--- src/rtl/dbn_pkg.sv ---
package dbn_pkg;
  typedef enum logic {
    WIN_IDLE = 1'b0,
    WIN_RUN  = 1'b1
  } win_state_t;
endpackage

--- src/rtl/dbn_sync.sv ---
module dbn_sync #(
  parameter int STAGES = 2
) (
  input  logic clk,
  input  logic rst_n,
  input  logic din,
  output logic dout
);
  logic [STAGES-1:0] chain_q;

  generate
    if (STAGES == 1) begin : g_one
      always_ff @(posedge clk or negedge rst_n) begin
        if (!rst_n) chain_q <= 1'b1;
        else        chain_q <= din;
      end
    end else begin : g_many
      always_ff @(posedge clk or negedge rst_n) begin
        if (!rst_n) chain_q <= '1;
        else        chain_q <= {chain_q[STAGES-2:0], din};
      end
    end
  endgenerate

  assign dout = chain_q[STAGES-1];
endmodule

--- src/rtl/dbn_delay.sv ---
module dbn_delay
  import dbn_pkg::*;
#(
  parameter int DELAY_TICKS = 20000,
  parameter int TICK_DIV    = 4
) (
  input  logic clk,
  input  logic rst_n,
  input  logic start,
  output logic busy,
  output logic expire
);
  localparam int CNT_W = (DELAY_TICKS > 1) ? $clog2(DELAY_TICKS) : 1;
  localparam logic [CNT_W-1:0] LAST = CNT_W'(DELAY_TICKS - 1);

  win_state_t       state_q;
  logic [CNT_W-1:0] cnt_q;
  logic             tick;

  assign busy = (state_q == WIN_RUN);

  generate
    if (TICK_DIV > 1) begin : g_pre
      localparam int PRE_W = $clog2(TICK_DIV);
      localparam logic [PRE_W-1:0] PRE_LAST = PRE_W'(TICK_DIV - 1);
      logic [PRE_W-1:0] pre_q;
      always_ff @(posedge clk or negedge rst_n) begin
        if (!rst_n)             pre_q <= '0;
        else if (!busy)         pre_q <= '0;
        else if (pre_q == PRE_LAST) pre_q <= '0;
        else                    pre_q <= pre_q + 1'b1;
      end
      assign tick = busy && (pre_q == PRE_LAST);
    end else begin : g_nopre
      assign tick = busy;
    end
  endgenerate

  assign expire = tick && (cnt_q == LAST);

  always_ff @(posedge clk or negedge rst_n) begin
    if (!rst_n) begin
      state_q <= WIN_IDLE;
      cnt_q   <= '0;
    end else begin
      case (state_q)
        WIN_IDLE: if (start) begin
          state_q <= WIN_RUN;
          cnt_q   <= '0;
        end
        WIN_RUN: begin
          if (expire)    state_q <= WIN_IDLE;
          else if (tick) cnt_q   <= cnt_q + 1'b1;
        end
        default: state_q <= WIN_IDLE;
      endcase
    end
  end
endmodule

--- src/rtl/btn_recheck_debouncer.sv ---
module btn_recheck_debouncer #(
  parameter int SYNC_STAGES = 2,
  parameter int DELAY_TICKS = 20000,
  parameter int TICK_DIV    = 4
) (
  input  logic clk,
  input  logic rst_n,
  input  logic btn_n,
  input  logic clr,
  output logic pressed
);
  logic lvl;
  logic lvl_prev_q;
  logic fall;
  logic busy;
  logic expire;
  logic pressed_q;

  dbn_sync #(.STAGES(SYNC_STAGES)) u_sync (
    .clk  (clk),
    .rst_n(rst_n),
    .din  (btn_n),
    .dout (lvl)
  );

  always_ff @(posedge clk or negedge rst_n) begin
    if (!rst_n) lvl_prev_q <= 1'b1;
    else        lvl_prev_q <= lvl;
  end

  assign fall = lvl_prev_q && !lvl;

  dbn_delay #(.DELAY_TICKS(DELAY_TICKS), .TICK_DIV(TICK_DIV)) u_delay (
    .clk   (clk),
    .rst_n (rst_n),
    .start (fall),
    .busy  (busy),
    .expire(expire)
  );

  always_ff @(posedge clk or negedge rst_n) begin
    if (!rst_n)                 pressed_q <= 1'b0;
    else if (clr)               pressed_q <= 1'b0;
    else if (expire && !lvl)    pressed_q <= 1'b1;
  end

  assign pressed = pressed_q;
endmodule

--- config.mk ---
export PLATFORM = sky130hd
export DESIGN_NAME = btn_recheck_debouncer
export DESIGN_NICKNAME = d
export VERILOG_FILES = /design/src/rtl/dbn_pkg.sv /design/src/rtl/dbn_sync.sv /design/src/rtl/dbn_delay.sv /design/src/rtl/btn_recheck_debouncer.sv
export SDC_FILE = /design/constraint.sdc
export NUM_CORES = 1
export LEC_CHECK = 0
export ABC_AREA = 1
export CAP_MARGIN = 20
export CORE_MARGIN = 5
export CORE_UTILIZATION = 60
export CTS_CLUSTER_DIAMETER = 120
export DETAILED_ROUTE_END_ITERATION = 8
export PLACE_DENSITY = 0.79
export REMOVE_ABC_BUFFERS = 1
export SLEW_MARGIN = 40
export SYNTH_ARGS = -nofsm -noshare
export SYNTH_HDL_FRONTEND = slang
export SYNTH_HIERARCHICAL = 1
export SYNTH_SLANG_ARGS = --single-unit
--- constraint.sdc ---
create_clock -name clk -period 2.3 [get_ports clk]
set_input_delay 0.23 -clock clk [delete_from_list [all_inputs] [get_ports clk]]
set_output_delay 0.23 -clock clk [all_outputs]
set_load 0.05 [all_outputs]
**Yosys cells after proc, flatten, opt, wreduce, memory -nomap -nowiden**

Cells that the tools add are included.

- Input port bits: 4
- Output and inout port bits: 1
- Register bits: 22

- Muxes and demuxes: 11
- $add $sub $neg: 2
- Reductions and logical operators: 7
- Bitwise operators: 1
- Eq/ne operators: 5

Operators by type and width:

| kind | count |
|---|---|
| two-way mux 15 bit | 3 |
| case mux 15 bit (2 select lines) | 1 |
| adder 15 x 1 -> 15 bit, second input constant | 1 |
| equality test 15 bit, second input constant | 1 |
| inequality test 2 bit, second input constant | 3 |
| logical AND 1 bit | 4 |
| two-way mux 1 bit | 4 |
| two-way mux 2 bit | 2 |
| AND reduction 3 bit | 1 |
| adder 2 x 1 -> 2 bit, second input constant | 1 |
| equality test 2 bit, second input constant | 1 |
| case mux 1 bit (2 select lines) | 1 |
| nonzero test 2 bit | 1 |
| logical NOT 1 bit | 1 |
| inverter 1 bit | 1 |

**Logic depth before layout (Yosys ltp)**

- Depth in word-level cells: 6
- Gate-level depth with buffers: 12

**Cells and area by module**

The synthesis kept the hierarchy.

By module, submodules not included:

| module | instances | sequential area each (um^2) | area an instance (um^2) | cells each |
|---|---|---|---|---|
| dbn_delay | 1 | 450.4 | 1285.0 | 166 |
| btn_recheck_debouncer | 1 | 51.3 | 78.8 | 8 |
| dbn_sync | 1 | 52.6 | 52.6 | 2 |

**Worst setup path after synthesis**

OpenSTA, ideal clock, no wires.

- Kind: flip-flop to flip-flop
- Start point: register u_delay.cnt_q[1]
- End point: register u_delay.cnt_q[2]
- Path buffers: 1
- Cell stages (with the launch flop): 11
- Arrival time: 1.437 ns
- Path slack: 0.745 ns
- Setup time: 0.118 ns
- Clock period less this slack: 1.555 ns
- Cell sequence: dfrtp_1 ha_1 nand2_2 nor2_8 nand2_4 nor2_8 nor2_8 clkinv_8 buf_12 nand2_1 o21ai_2

- Longest elaborated chain between the ends: 4
- Elaborated cells between the ends (all ways): 8
- Those cells by class: 1 x add/sub; 2 x eq/ne; 3 x mux; 2 x reduce/logical

Ends and longest elaborated chain:

| element | RTL line | source |
|---|---|---|
| start, declared | dbn_delay.sv:17 | `logic [CNT_W-1:0] cnt_q;` |
| start signal, assigned | dbn_delay.sv:53 | `else if (tick) cnt_q <= cnt_q + 1'b1;` |
| equality test 15 bit | dbn_delay.sv:39 | `assign expire = tick && (cnt_q == LAST);` |
| logical AND 1 bit | dbn_delay.sv:39 |  |
| named net expire | btn_recheck_debouncer.sv:16 | `logic expire;` |
| inequality test 2 bit (no source line) | n/a |  |
| AND reduction 3 bit (no source line) | n/a |  |

The timed path passes the listed nets, and every way through them passes these cells. The select of a mux whose other input is x is not followed.
A chain may end at the register's enable or synchronous reset.

**Final worst setup path**

- Start point: register u_delay.state_q (netlist: u_delay/busy)
- End point: register u_delay.cnt_q[10]

- Longest elaborated chain between the ends: 4
- Elaborated cells between the ends (all ways): 8
- Those cells by class: 3 x eq/ne; 1 x mux; 1 x bitwise; 3 x reduce/logical

Ends and longest elaborated chain:

| element | RTL line | source |
|---|---|---|
| start, declared | dbn_delay.sv:16 | `win_state_t state_q;` |
| start signal, assigned | dbn_delay.sv:43 | `state_q <= WIN_IDLE;` |
| start signal, assigned | dbn_delay.sv:48 | `state_q <= WIN_RUN;` |
| start signal, assigned | dbn_delay.sv:52 | `if (expire) state_q <= WIN_IDLE;` |
| logical AND 1 bit | dbn_delay.sv:33 | `assign tick = busy && (pre_q == PRE_LAST);` |
| logical AND 1 bit | dbn_delay.sv:39 |  |
| named net expire | btn_recheck_debouncer.sv:16 |  |
| inequality test 2 bit (no source line) | n/a |  |
| AND reduction 3 bit (no source line) | n/a |  |

The timed path passes the listed nets, and every way through them passes these cells.

==> results.py <==
metrics = {
    "cts": {
        "cts_tree": "built",
        "cts_max_path_buffers": 2,
        "htree_levels": 1,
        "cts_sinks": 22,
        "ctsHoldBuffers": 0,
        "cts_buffers": 3,
        "cts_root_buf": "clkbuf_4",
        "clock_latency_ns": 0.31,
        "ctsResizeCount": 0,
        "cts.clk_slew.worst_paths_ns": 0.13,
        "post_cts_buffers": 0,
    },
    "floorplanning": {
        "die_h_um": 58.6,
        "die-area_um2": 3430,
        "die_x_um": 58.6,
        "initial_core_util_pct": 63.4,
        "std_cell_rows": 17,
        "io_pins": 5,
        "coreArea_um2": 2230,
    },
    "routing": {
        "initialDrtViolationCount": 40,
        "firstDrtPassIters": 5,
        "vias": 1137,
        "drtAntennaViolNets": 0,
        "post_drt_wl_per_cell_um": 13.1,
        "wirelength_um": 2740,
        "via_per_inst": 5.44,
        "drc": 0,
    },
    "sta": {
        "hold_ws_ns": 0.291,
        "fmax_mhz": 566,
        "drv_slew": 0,
        "skew_ns": 0.00521,
        "rsz0062_at_grt": "no",
        "setup_violations": 0,
        "hold_violations": 0,
        "setup_tns_ns": 0,
        "post-route-min-period_ns": 1.77,
        "tightest_slew_ns": 0.619,
        "period_share_pct": 76.8,
        "maxSlewHeadroom_pct": 58.6,
    },
    "flow_run": {
        "drv_cap": 0,
    },
    "yosys": {
        "yosysWarnings": 6,
        "syn_inst": 176,
        "seq_area_frac_synth_pct": 39.1,
        "synth_area_per_cell_um2": 8.05,
        "async_reset_ff_share_pct": 100,
        "yosysTopAreaCellShare_pct": 33.6,
        "ys_seq_elements": 22,
        "synth_top_area_cell": "dfrtp_1",
        "ys.flop_type": "dfrtp_1",
        "synth_edf_count": 0,
        "ys_types": 25,
        "syn-cell-area_um2": 1420,
        "synth_area_leaders": "dfrtp_1 34%, nand2_1 12%, nand3_1 6.0%",
    },
    "worst_hold_path": {
        "hp-class": "primary input to async pin",
    },
    "critical_path": {
        "startpoint_type": "register",
        "r2r_start": "u_delay/busy",
        "end_kind": "register",
        "path_max_fanout": 20,
        "r2r-end": "u_delay/cnt_q[10]",
        "cp.required_ns": 2.54,
        "rrSetupSlack_ns": 0.53,
        "reg2reg_depth": 8,
        "critPathKind": "register to register",
        "cp_data_arrival_time_ns": 2.01,
    },
    "layout": {
        "final_cells": 209,
        "diodes": 0,
        "areaGrowthSynthToFinish_pct": 5.39,
        "final_area_um2": 1490,
        "final_nets": 188,
        "layout-drive-gt1-share_pct": 19.3,
    },
    "placement": {
        "gp_congestion": 0.934,
        "place_inst": 205,
        "dp_hpwl_um": 2080,
        "port_buffers": 4,
        "placed_cell_area_um2": 1440,
    },
    "power": {
        "total_power_mw": 1.06,
        "irDropWorstVdd_v": 0.000462,
        "p_leak_nw": 0.724,
        "cellPowerDensity_nw_per_um2": 709,
    },
    "run_status": {
        "status": "finished, final reports clean",
    },
    "global_routing": {
        "grt_pass1_vias": 1080,
        "grt_remaining_overflow": 0,
        "grt_max_degree": 21,
        "grt_pass1_wl_um": 4900,
        "antenna_found_initial": 0,
        "track_usage_pct": 18.4,
    },
}
[report_power, final]
part | internal (mW) | switching, mW
clock | 0.176 | 0.121
sequential | 0.437 | 0.0551
combinational | 0.0900 | 0.179
total | 0.703 | 0.354
[Yosys cell counts, types with 2 or more instances]
cell / number
buf_12: 2
dfrtp_1: 19
dfstp_2: 3
ha_1: 2
inv_1: 21
inv_2: 2
nand2_1: 45
nand2_2: 7
nand2_4: 3
nand3_1: 17
nand4_1: 6
nor2_1: 19
nor2_8: 3
o21ai_0: 8
o21ai_2: 9
[sequential cells by signal, indices dropped and copies added, names as in the netlist]
signal and count:
u_delay/cnt_q 15, u_delay/g_pre.pre_q 2, u_sync/chain_q 2, lvl_prev_q 1
pressed 1, u_delay/busy 1
[metrics by stage]
stage	util (%)	setup slack (ns)
finish	66.8	0.533
global route	66.8	0.359
CTS	66.8	0.517
detailed placement	64.5	0.567
global placement	64.5	0.675
floorplan	-	0.793
[how the worst max path moves through the flow]
| stage | start | endpoint | cells past startpoint |
|---|---|---|---|
| floorplan | u_delay/cnt_q[1] | u_delay/cnt_q[2] | 9 |
| global placement | u_delay/busy | u_delay/cnt_q[2] | 8 |
| detailed placement | u_delay/busy | u_delay/cnt_q[10] | 8 |
| CTS | u_delay/busy | u_delay/cnt_q[5] | 8 |
| global route | u_delay/busy | u_delay/cnt_q[10] | 8 |
| finish | u_delay/busy | u_delay/cnt_q[10] | 8 |
[cell families after synthesis]
family                     share of synthesized area (%)
buffers and inverters                               11.4
DFF                                                 39.1
AOI/OAI and AO/OA                                   9.54
and+or+nand+nor                                     37.5
xor gates and xnor gates                           0.618
adders and majority gates                           1.77
[layout by cell type (no fill, tap or decap)]
master / netlist / final
o21ai_0: 8 / 8
o21ai_2: 9 / 9
nand2_4: 3 / 3
clkbuf_4: 0 / 3
nor2_1: 19 / 19
nor2_4: 1 / 1
nor2_8: 3 / 3
o21bai_1: 1 / 1
nor3_1: 1 / 1
dfstp_2: 3 / 3
dfrtp_1: 19 / 19
clkinv_8: 1 / 1
inv_2: 2 / 2
ha_1: 2 / 2
xor2_1: 1 / 1
nand2_2: 7 / 7
nand3b_1: 1 / 1
clkdlybuf4s50_1: 0 / 4
inv_1: 21 / 21
nor3b_1: 1 / 1
nand2_1: 45 / 45
buf_4: 1 / 1
nand4_1: 6 / 6
nand3_1: 17 / 17
a21oi_2: 1 / 1
bufinv_16: 0 / 1
[area by class of cell]
type | instances | area, um^2
clock buffer | 3 | 22.5
clock inverter | 1 | 30.0
inverter | 24 | 103
sequential | 22 | 554
fill | 190 | 741
tap | 28 | 35.0
timing repair buffer | 5 | 47.5
multi-input combinational | 126 | 701
[critical path, cell delays in order, from the launching register on]
cell	delay, ns
dfrtp_1	0.74
nand2_1	0.15
nor2_1	0.24
nand2_4	0.10
nor2_8	0.13
nor2_8	0.07
clkinv_8	0.11
nand2_1	0.09
o21ai_2	0.06
[per-layer routing]
metal  vias up  global-route usage [%]  wire (um)
li1        577                       -          -
met1       524                    25.1       1240
met2        32                    29.3       1330
met3         4                    1.97        126
met4         0                    8.09         32
met5         -                       0          0
Power figures use the tool's default switching activity.
